==> config.mk <==
export PLATFORM = sky130hd
export DESIGN_NAME = erase_seq
export DESIGN_NICKNAME = d
export VERILOG_FILES = /design/src/rtl/erase_pkg.sv /design/src/rtl/flash_bus_cycle.sv /design/src/rtl/erase_poll_timer.sv /design/src/rtl/erase_seq.sv
export SDC_FILE = /design/constraint.sdc
export NUM_CORES = 1
export LEC_CHECK = 0
export BUFFER_PORTS_ARGS = -buffer_cell sky130_fd_sc_hd__buf_2
export CAP_MARGIN = 20
export CORE_ASPECT_RATIO = 1.4
export CORE_MARGIN = 2
export CORE_UTILIZATION = 40
export DETAILED_ROUTE_END_ITERATION = 16
export PLACE_DENSITY = 0.69
export SYNTH_ARGS = -nofsm -noshare
export SYNTH_HDL_FRONTEND = slang
export SYNTH_SLANG_ARGS = --single-unit
==> constraint.sdc <==
create_clock -name clk -period 4.86 [get_ports clk]
set_input_delay 0 -clock clk [delete_from_list [all_inputs] [get_ports clk]]
set_output_delay 0 -clock clk [all_outputs]
set_load 0.02 [all_outputs]
==> src/rtl/erase_pkg.sv <==
package erase_pkg;

    localparam logic [7:0] OP_ERASE_SETUP = 8'h60;
    localparam logic [7:0] OP_ERASE_GO    = 8'hD0;
    localparam logic [7:0] OP_STATUS      = 8'h70;
    localparam logic [7:0] OP_ARRAY_READ  = 8'h00;

    localparam int ST_READY_BIT = 6;
    localparam int ST_WP_N_BIT  = 7;
    localparam int ST_ERR_BIT   = 0;

    localparam int ADDR_BITS = 24;
    localparam int BLK_LSB   = 12;

    typedef enum logic [1:0] {
        CYC_CMD,
        CYC_ADDR,
        CYC_READ
    } cyc_kind_e;

    typedef struct packed {
        cyc_kind_e  kind;
        logic [7:0] data;
    } cyc_req_t;

    typedef struct packed {
        logic pass;
        logic fail;
        logic prot;
        logic tmo;
    } erase_res_t;

    localparam erase_res_t RES_NONE    = '{pass: 1'b0, fail: 1'b0, prot: 1'b0, tmo: 1'b0};
    localparam erase_res_t RES_TIMEOUT = '{pass: 1'b0, fail: 1'b1, prot: 1'b0, tmo: 1'b1};

    function automatic erase_res_t judge_status(input logic [7:0] st);
        erase_res_t r;
        r = RES_NONE;
        if (!st[ST_WP_N_BIT]) begin
            r.fail = 1'b1;
            r.prot = 1'b1;
        end else if (st[ST_ERR_BIT]) begin
            r.fail = 1'b1;
        end else begin
            r.pass = 1'b1;
        end
        return r;
    endfunction

    function automatic logic [ADDR_BITS-1:0] blk_to_addr(input logic [15:0] blk_ext);
        logic [ADDR_BITS-1:0] wide;
        wide = {{(ADDR_BITS-16){1'b0}}, blk_ext};
        return wide << BLK_LSB;
    endfunction

endpackage

==> src/rtl/flash_bus_cycle.sv <==
module flash_bus_cycle
    import erase_pkg::*;
#(
    parameter int STROBE = 3
) (
    input  logic       clk,
    input  logic       rst,
    input  logic       req_valid,
    input  cyc_req_t   req,
    output logic       ack,
    output logic [7:0] rd_data,
    output logic       bus_cle,
    output logic       bus_ale,
    output logic       bus_we_n,
    output logic       bus_re_n,
    output logic       bus_oe,
    output logic [7:0] bus_dout,
    input  logic [7:0] bus_din
);

    localparam int CW = $clog2(STROBE + 1);
    localparam logic [CW-1:0] LAST = CW'(STROBE - 1);

    typedef enum logic [1:0] {PH_IDLE, PH_SETUP, PH_LOW, PH_HOLD} phase_e;

    phase_e     ph;
    cyc_req_t   cur;
    logic [CW-1:0] cnt;
    logic [7:0] rd_q;

    always_ff @(posedge clk) begin
        if (rst) begin
            ph   <= PH_IDLE;
            cur  <= '{kind: CYC_CMD, data: 8'h00};
            cnt  <= '0;
            rd_q <= 8'h00;
        end else begin
            case (ph)
                PH_IDLE: begin
                    if (req_valid) begin
                        cur <= req;
                        ph  <= PH_SETUP;
                    end
                end
                PH_SETUP: begin
                    cnt <= '0;
                    ph  <= PH_LOW;
                end
                PH_LOW: begin
                    cnt <= cnt + 1'b1;
                    if (cnt == LAST) begin
                        ph <= PH_HOLD;
                        if (cur.kind == CYC_READ) rd_q <= bus_din;
                    end
                end
                default: ph <= PH_IDLE;
            endcase
        end
    end

    logic is_wr;
    assign is_wr    = (cur.kind != CYC_READ);
    assign bus_oe   = (ph != PH_IDLE) && is_wr;
    assign bus_cle  = bus_oe && (cur.kind == CYC_CMD);
    assign bus_ale  = bus_oe && (cur.kind == CYC_ADDR);
    assign bus_dout = bus_oe ? cur.data : 8'h00;
    assign bus_we_n = !((ph == PH_LOW) && is_wr);
    assign bus_re_n = !((ph == PH_LOW) && !is_wr);
    assign ack      = (ph == PH_HOLD);
    assign rd_data  = rd_q;

endmodule

==> src/rtl/erase_poll_timer.sv <==
module erase_poll_timer #(
    parameter int TMO_W = 16
) (
    input  logic             clk,
    input  logic             rst,
    input  logic             run,
    input  logic [TMO_W-1:0] limit,
    output logic             expired
);

    logic [TMO_W-1:0] cnt;

    always_ff @(posedge clk) begin
        if (rst || !run) begin
            cnt <= '0;
        end else if (!expired) begin
            cnt <= cnt + 1'b1;
        end
    end

    assign expired = (cnt >= limit);

endmodule

==> src/rtl/erase_seq.sv <==
module erase_seq
    import erase_pkg::*;
#(
    parameter int BLK_W  = 7,
    parameter int TMO_W  = 16,
    parameter int STROBE = 3
) (
    input  logic             clk,
    input  logic             rst,
    input  logic             start,
    input  logic [BLK_W-1:0] blk_num,
    input  logic [TMO_W-1:0] tmo_limit,
    output logic             busy,
    output logic             done,
    output logic             res_pass,
    output logic             res_fail,
    output logic             res_prot,
    output logic             res_tmo,
    output logic             bus_cle,
    output logic             bus_ale,
    output logic             bus_we_n,
    output logic             bus_re_n,
    output logic             bus_oe,
    output logic [7:0]       bus_dout,
    input  logic [7:0]       bus_din
);

    typedef enum logic [3:0] {
        S_IDLE, S_SETUP, S_ADDR_LO, S_ADDR_HI, S_CONFIRM,
        S_STAT, S_POLL, S_EXIT, S_DONE
    } state_e;

    state_e              state;
    logic [BLK_W-1:0]    blk_q;
    erase_res_t          res_q;
    logic [ADDR_BITS-1:0] addr;
    logic                cyc_valid;
    cyc_req_t            cyc_req;
    logic                cyc_ack;
    logic [7:0]          cyc_rd;
    logic                tmo_hit;

    assign addr = blk_to_addr(16'(blk_q));

    always_comb begin
        cyc_valid = 1'b1;
        cyc_req   = '{kind: CYC_CMD, data: OP_ARRAY_READ};
        case (state)
            S_SETUP:   cyc_req = '{kind: CYC_CMD,  data: OP_ERASE_SETUP};
            S_ADDR_LO: cyc_req = '{kind: CYC_ADDR, data: addr[15:8]};
            S_ADDR_HI: cyc_req = '{kind: CYC_ADDR, data: addr[23:16]};
            S_CONFIRM: cyc_req = '{kind: CYC_CMD,  data: OP_ERASE_GO};
            S_STAT:    cyc_req = '{kind: CYC_CMD,  data: OP_STATUS};
            S_POLL:    cyc_req = '{kind: CYC_READ, data: 8'h00};
            S_EXIT:    cyc_req = '{kind: CYC_CMD,  data: OP_ARRAY_READ};
            default:   cyc_valid = 1'b0;
        endcase
    end

    always_ff @(posedge clk) begin
        if (rst) begin
            state <= S_IDLE;
            blk_q <= '0;
            res_q <= RES_NONE;
        end else begin
            case (state)
                S_IDLE: begin
                    if (start) begin
                        blk_q <= blk_num;
                        res_q <= RES_NONE;
                        state <= S_SETUP;
                    end
                end
                S_SETUP:   if (cyc_ack) state <= S_ADDR_LO;
                S_ADDR_LO: if (cyc_ack) state <= S_ADDR_HI;
                S_ADDR_HI: if (cyc_ack) state <= S_CONFIRM;
                S_CONFIRM: if (cyc_ack) state <= S_STAT;
                S_STAT:    if (cyc_ack) state <= S_POLL;
                S_POLL: begin
                    if (cyc_ack) begin
                        if (cyc_rd[ST_READY_BIT]) begin
                            res_q <= judge_status(cyc_rd);
                            state <= S_EXIT;
                        end else if (tmo_hit) begin
                            res_q <= RES_TIMEOUT;
                            state <= S_EXIT;
                        end
                    end
                end
                S_EXIT:    if (cyc_ack) state <= S_DONE;
                default:   state <= S_IDLE;
            endcase
        end
    end

    flash_bus_cycle #(.STROBE(STROBE)) u_cyc (
        .clk      (clk),
        .rst      (rst),
        .req_valid(cyc_valid),
        .req      (cyc_req),
        .ack      (cyc_ack),
        .rd_data  (cyc_rd),
        .bus_cle  (bus_cle),
        .bus_ale  (bus_ale),
        .bus_we_n (bus_we_n),
        .bus_re_n (bus_re_n),
        .bus_oe   (bus_oe),
        .bus_dout (bus_dout),
        .bus_din  (bus_din)
    );

    erase_poll_timer #(.TMO_W(TMO_W)) u_tmr (
        .clk    (clk),
        .rst    (rst),
        .run    (state == S_POLL),
        .limit  (tmo_limit),
        .expired(tmo_hit)
    );

    assign busy     = (state != S_IDLE);
    assign done     = (state == S_DONE);
    assign res_pass = res_q.pass;
    assign res_fail = res_q.fail;
    assign res_prot = res_q.prot;
    assign res_tmo  = res_q.tmo;

endmodule

==> results of run 1 <==
==> what timing repair did <==
action / in CTS / in global routing
hold buffers: 10 / 0
buffers inserted: 0 / 0
hold endpoints to repair: 10 / 0
==> path summary, 6_finish.rpt <==
check                  endpoint          from  depth (start not counted)  slack (ps)
setup / recovery  u_tmr.cnt[11]  u_tmr.cnt[0]                          8        2190
hold / removal         state[0]         start                          5         160
setup reg to reg  u_tmr.cnt[11]  u_tmr.cnt[0]                          8        2190
hold reg to reg        res_fail      res_fail                          2         470
==> state kept, by name (all words and copies together) (netlist names) <==
name and cells:
blk_q 7, res_pass 1, state 4, res_prot 1, u_tmr.cnt 16, u_cyc.rd_data 3
u_cyc.cur 9, u_cyc.cnt 2, res_tmo 1, u_cyc.ph 2, res_fail 1
==> stage by stage <==
stage,setup slack (ps),total power (W)
2_1_floorplan,2500,0.000590
6_report,2190,0.000944
3_5_place_dp,2170,0.000651
3_3_place_gp,2230,0.000645
4_1_cts,2150,0.000953
5_1_grt,2000,0.000995
==> cell families after synthesis <==
group           after synthesis  synth area share, %
compound gates               54                 13.9
xor+xnor                      7                 2.36
fa+ha+maj                    21                 10.1
buf+inv                      36                 5.34
flops                        47                 36.2
mux                          14                 5.39
other cells                   1                0.144
simple gates                136                 26.6
==> cell usage in the layout, fill, tap and decap left out, types with 2 or more instances in the layout <==
cell           Yosys  routed
o21ai_1            5       5
nand3b_1           3       3
mux2i_1           14      14
a21o_1             3       3
and3_1             5       5
nand3_1            8       8
nor3b_1            2       2
a21oi_1           20      20
dfxtp_1           47      47
nand2_1           19      19
o21ai_0            7       7
o211ai_1           6       6
ha_1              21      21
nand2b_1           8       8
dlygate4sd3_1      0      10
nor2b_1            6       6
nand4_1           10      10
a22oi_1            4       4
xor2_1             5       5
or4_1              5       5
xnor2_1            2       2
and2_1             9       9
clkbuf_8           0       5
buf_2              0      46
inv_1             24      24
nor2_1            43      43
or3_1              6       6
nor3_1             9       9
==> critical path, cell delays in order (launching register included) <==
cell and delay (ps):
dfxtp_1 360, inv_1 80, ha_1 260, nand2b_1 140, a2111o_1 430, a32oi_2 480, nand3_2 280, or4_1 530
nand2_1 70
==> final cells by class <==
type	instances	share of cell area, %
clock buffers	5	2.23
repair buffers	56	10.7
multi-input cells	233	49.2
inverters	24	2.92
well taps	72	2.92
clock inverters	3	1.54
flip-flops and latches	47	30.5
==> metal layers <==
metal  track usage (%)  part of all wire, %
met5                 0                    0
met1              17.8                   42
met4              4.93                  1.5
met2              31.0                   52
met3              3.14                  4.2
==> where the power goes <==
group	internal (W)	leakage (nW)	switching (W)
clock	0.000156	0.0587	0.000141
combinational	0.0000815	0.978	0.000144
sequential	0.000404	0.381	0.0000164
total	0.000642	1.42	0.000302
==> impl_metrics.csv, run 1 <==
group,metric,value,unit
yosys,netlist_instances,316,
yosys,ys.flop_type,"dfxtp_1",
global_route,grt_pass1_vias,2255,
clock_network,cts_resized,0,
sta,fin_hold_ws,162,ps
sta,period_share,55.0,%
layout,fin_area,3090,um^2
floorplanning,fp.dieH,99.4,um
routing,drtIter0Drc,76,
clock_network,htreeDepth,2,
global_route,grt-ovfl-total,0,
floorplanning,core-area,6250,um^2
critical_path,worst_ep_required_time,5120,ps
floorplanning,row_count,34,
sta,slew_headroom,26.1,%
yosys,synth_commonest_cells,"47 x dfxtp_1, 43 x nor2_1, 24 x inv_1",
clock_network,cts_tree,"yes",
floorplanning,die_w,72.1,um
layout,fillCellCount,628,
pwr,ir_drop,221,uV
pwr,p_leak,1.42,nW
layout,stdcell_count,440,
sta,rsz0062_at_grt,"false",
clock_network,path_clk_slew,100,ps
clock_network,insertion_delay,310,ps
critical_path,cp-start-kind,"register",
routing,drt-pass1-iter-count,4,
global_route,grt_max_degree,33,
yosys,synth_fp_nets,371,
sta,fin_setup_tns,0,ps
yosys,async_reset_ff_share,0,%
yosys,synth_area_per_cell,8.23,um^2
yosys,synth_area,2600,um^2
global_route,antenna_found_initial,0,
global_route,grt_pass1_wl,9540,um
routing,drcViolationCount,0,
floorplanning,fp.dieArea,7170,um^2
yosys,seq_area_frac_synth,36.2,%
yosys,yosysWarnings,0,
critical_path,timing_worst_setup_path_type,"register to register",
routing,drtAntennaViolNets,0,
outcome,status,"complete, no violations",
layout,num-nets-final,422,
layout,areaGrowthSynthToFinish,18.8,%
critical_path,arrival,2930,ps
pwr,p_per_area,306,nW/um^2
sta,setup_viol,0,
hold_path,hold_class,"input port to register",
floorplanning,initial_core_util,41.6,%
routing,vias,2321,
yosys,yosys.cell_count.top_type,"dfxtp_1",
sta,fmax,374,MHz
sta,tightest_slew,1100,ps
critical_path,critPathMaxFanout,9,
placed_design,post_dp_cell_area,2870,um^2
layout,final-seq-area,941,um^2
layout,multi_input_area,1520,um^2
global_route,grt_use_total,16.3,%
placed_design,finalWeightedCongestion,0.796,
sta,period_minus_slack,2670,ps
layout,drive_gt1_share,15.8,%
placed_design,dp_hpwl,4010,um
yosys,synth_top_area_cell,"dfxtp_1",
yosys,synth.ff_latch_count,47,
critical_path,endpoint_kind,"register",
routing,wl_per_cell,12.6,um
placed_design,dp.cells,422,
clock_network,clock_path_buffers,2,
sta,slew_viol_final,0,
sta,skew,8.68,ps
layout,final_core_utilization,49.4,%
clock_network,cts.sinks,47,
clock_network,cts-buffers-inserted,5,
sta,hold_viol,0,
run,maxCapViolations,0,
floorplanning,ios,53,
clock_network,cts_root_buffer,"clkbuf_8",
layout,n_antenna_cell,0,
routing,wirelength,5530,um
yosys,synth_top_area_share,36.2,%
placed_design,io_buffers,46,
yosys,ys_top_cells_by_area,"dfxtp_1 36%, ha_1 10%, nor2_1 6.2%",
yosys,synth_edf_count,0,
yosys,synth_cell_types,41,
routing,viasPerCell,5.28,
Note: power is estimated with default switching activity, not from simulation.
==> run 2, diff against run 1 <==
- ABC_AREA: default -> 1
- PLACE_DENSITY: 0.69 -> 0.71
- clock period: 4.86 -> 2.2 ns (I/O delays scaled with it)
==> run 2 against run 1 <==
Net effect: the run now ends with negative hold slack left; sequential cell count unchanged; combinational power rose to 5.7 times the previous value; critical path depth up 3; count of clock-buffer cells in the layout up 1; global-route usage up 0.56 points; synthesized cell count up 30%; first-iteration DRC count up 64%; clock skew up 1.2 ps; wire length up 12%; highest routed layer unchanged.
==> impl_metrics.csv, run 2 <==
group,metric,value,unit
critical_path,worst_ep_required_time,2390,ps
layout,top_regs,"u_tmr.cnt: 16 flops, u_cyc.cur: 9 flops, blk_q: 7 flops",
sta,rsz0062_at_grt,"false",
sta,skew,9.89,ps
layout,final_core_utilization,48.5,%
clock_network,cts.sinks,47,
pwr,combPwrFrac,42.0,%
yosys,synth_fp_nets,467,
yosys,synth_cell_types,37,
layout,num-nets-final,522,
run,maxCapViolations,0,
layout,largest_reg_flops,16,
critical_path,timing_worst_setup_path_type,"register to register",
pwr,p_sw_share,40.2,%
yosys,synth_edf_count,0,
global_route,grt_max_degree,21,
pwr,ir_drop,709,uV
critical_path,reg2reg_to,"state[1]",
sta,fin_hold_ws,-1.80,ps
floorplanning,fp.dieH,103,um
clock_network,cts_resized,0,
sta,fin_setup_tns,0,ps
routing,vias,2743,
global_route,grt_pass1_vias,2463,
floorplanning,initial_core_util,41.0,%
layout,fillCellCount,664,
clock_network,cts_root_buffer,"clkbuf_8",
yosys,synth.ff_latch_count,47,
pwr,p_clk_share,21.4,%
sta,fmax,517,MHz
global_route,grt_pass1_wl,10400,um
global_route,grt-ovfl-total,0,
critical_path,cp-start-kind,"register",
yosys,ys_top_cells_by_area,"dfxtp_1 33%, nand2_1 11%, ha_1 9.3%",
yosys,netlist_instances,412,
yosys,yosys.cell_count.top_type,"nand2_1",
sta,setup_viol,0,
yosys,synth_top_area_share,33.3,%
routing,drcViolationCount,0,
routing,drtAntennaViolNets,0,
yosys,ys.flop_type,"dfxtp_1",
outcome,status,"finished with violations",
clock_network,cts_tree,"yes",
yosys,synth_top_area_cell,"dfxtp_1",
yosys,seq_area_frac_synth,33.3,%
layout,mostFrequentLayoutCells,"83 x nand2_1, 69 x inv_1, 49 x a21oi_1",
hold_path,whs_endpoint,"blk_q[5]",
layout,n_antenna_cell,0,
floorplanning,fp.dieArea,7770,um^2
hold_path,hold_class,"input port to register",
yosys,yosysWarnings,0,
sta,slew_viol_final,0,
pwr,p_leak,1.49,nW
critical_path,endpoint_kind,"register",
hold_path,hold_depth,3,
yosys,synth_area_per_cell,6.86,um^2
layout,areaGrowthSynthToFinish,18.3,%
routing,wirelength,6170,um
placed_design,finalWeightedCongestion,0.878,
clock_network,htreeDepth,2,
pwr,p_int,0.00183,W
critical_path,regToRegSetupSlack,270,ps
floorplanning,row_count,36,
routing,drtIter0Drc,125,
sta,hold_viol,1,
pwr,seq_power_share,36.6,%
global_route,antenna_found_initial,0,
critical_path,critPathMaxFanout,15,
yosys,synth_area,2830,um^2
outcome,violations,"negative hold slack",
routing,wl_per_cell,11.0,um
yosys,async_reset_ff_share,0,%
sta,period_minus_slack,1930,ps
sta,period_share,87.9,%
clock_network,clock_path_buffers,2,
global_route,grt_use_total,16.9,%
critical_path,r2r_start,"u_tmr.cnt[11]",
pwr,p_per_area,916,nW/um^2
hold_path,hp-start,"blk_num[5]",
pwr,switchingPower,0.00123,W
floorplanning,die_w,75.1,um
floorplanning,ios,53,
placed_design,dp.cells,546,
routing,viasPerCell,4.87,
clock_network,path_clk_slew,90,ps
routing,drt-pass1-iter-count,4,
yosys,synth_commonest_cells,"83 x nand2_1, 69 x inv_1, 49 x a21oi_1",
floorplanning,core-area,6890,um^2
placed_design,dp_hpwl,4770,um
critical_path,arrival,2130,ps
layout,final_common_cell,"nand2_1",
placed_design,io_buffers,46,
layout,drive_gt1_share,16.7,%
layout,max_flop_register,"u_tmr.cnt",
critical_path,worst_r2r_path_depth,11,
layout,stdcell_count,563,
clock_network,cts-buffers-inserted,5,
clock_network,insertion_delay,290,ps
-- run 2: cell count changes in the layout (fill, tap and decap cells not counted), moves of 8 or more --
cell / before / now
nand2_1: 19 / 83
o21ai_0: 7 / 22
nor2_1: 43 / 28
a21oi_1: 20 / 49
nand3_1: 8 / 22
inv_1: 24 / 69
nand2b_1: 8 / 0
and2_1: 9 / 0
mux2i_1: 14 / 0
-- run 2: worst max path at each step --
stage             startpoint           end  slack, ps  cells past startpoint
3_3_place_gp   u_tmr.cnt[11]      state[1]        330                     11
6_report       u_tmr.cnt[11]      state[1]        270                     11
2_1_floorplan  u_tmr.cnt[11]      state[1]        610                     11
4_1_cts        u_tmr.cnt[11]      state[1]        250                     11
5_1_grt         u_tmr.cnt[4]  u_tmr.cnt[2]         60                     12
3_5_place_dp   u_tmr.cnt[11]      state[1]        270                     11
-- run 2: critical path, cell delays in order (launching register included) --
cell	delay (ps)
dfxtp_1	440
ha_1	300
a21oi_1	120
o21ai_0	110
a21oi_2	200
nand2_4	130
inv_4	170
nand2_2	120
nand2_2	80
nand2_1	50
nand2_1	70
nor2_2	30
-- run 2: area by class of cell --
type / instances / area [um^2] / area share, %
clock buffer: 6 / 82.6 / 2.47
clock inverter: 2 / 35.0 / 1.05
inverter: 74 / 280 / 8.38
multi-input combinational: 281 / 1550 / 46.2
sequential: 47 / 941 / 28.1
tap: 95 / 119 / 3.55
timing repair buffer: 58 / 343 / 10.2
-- run 2: cells by family (layout without fill, tap and decap cells) --
group	after synthesis	count (layout)	synth area share, %
adders and majority gates	21	21	9.29
buffers and inverters	84	140	12.1
other	1	1	0.133
DFF	47	47	33.3
xor gates and xnor gates	8	8	2.48
AOI/OAI and AO/OA	84	84	16.3
and+or+nand+nor	167	167	26.5
-- run 2: repair_timing --
action,4_1_cts,5_1_grt
endpoints found under the setup margin,0,0
buffers inserted,0,0
hold buffers,9,0
hold endpoints to repair,9,0
-- run 2: per-layer routing --
metal | wire (um) | share of wire, % | vias up | global-route usage [%]
met5 | 0 | 0 | - | 0
met4 | 167 | 2.7 | 0 | 6.32
met3 | 258 | 4.2 | 16 | 2.91
met2 | 3170 | 51 | 78 | 30.9
met1 | 2580 | 42 | 1207 | 19.1
li1 | - | - | 1442 | -
-- run 2: per-stage QoR --
| step | cell area (um^2) | power [W] | setup WS, ps | hold WS (ps) |
|---|---|---|---|---|
| 2_1_floorplan | 2830 | 0.00212 | 612 | 78.5 |
| 3_3_place_gp | 3140 | 0.00238 | 330 | 277 |
| 3_5_place_dp | 3140 | 0.00241 | 267 | 289 |
| 4_1_cts | 3350 | 0.00308 | 255 | 5.64 |
| 5_1_grt | 3350 | 0.00331 | 63.8 | 32.8 |
| 6_report | 3350 | 0.00306 | 266 | -1.80 |
-- run 2: power groups by stage --
stage	combinational (W)	clock [W]	sequential, W
global placement	0.00125	0	0.00113
finish	0.00129	0.000655	0.00112
global route	0.00145	0.000715	0.00115
detailed placement	0.00127	0	0.00114
CTS	0.00128	0.000675	0.00112
floorplan	0.000972	0	0.00115
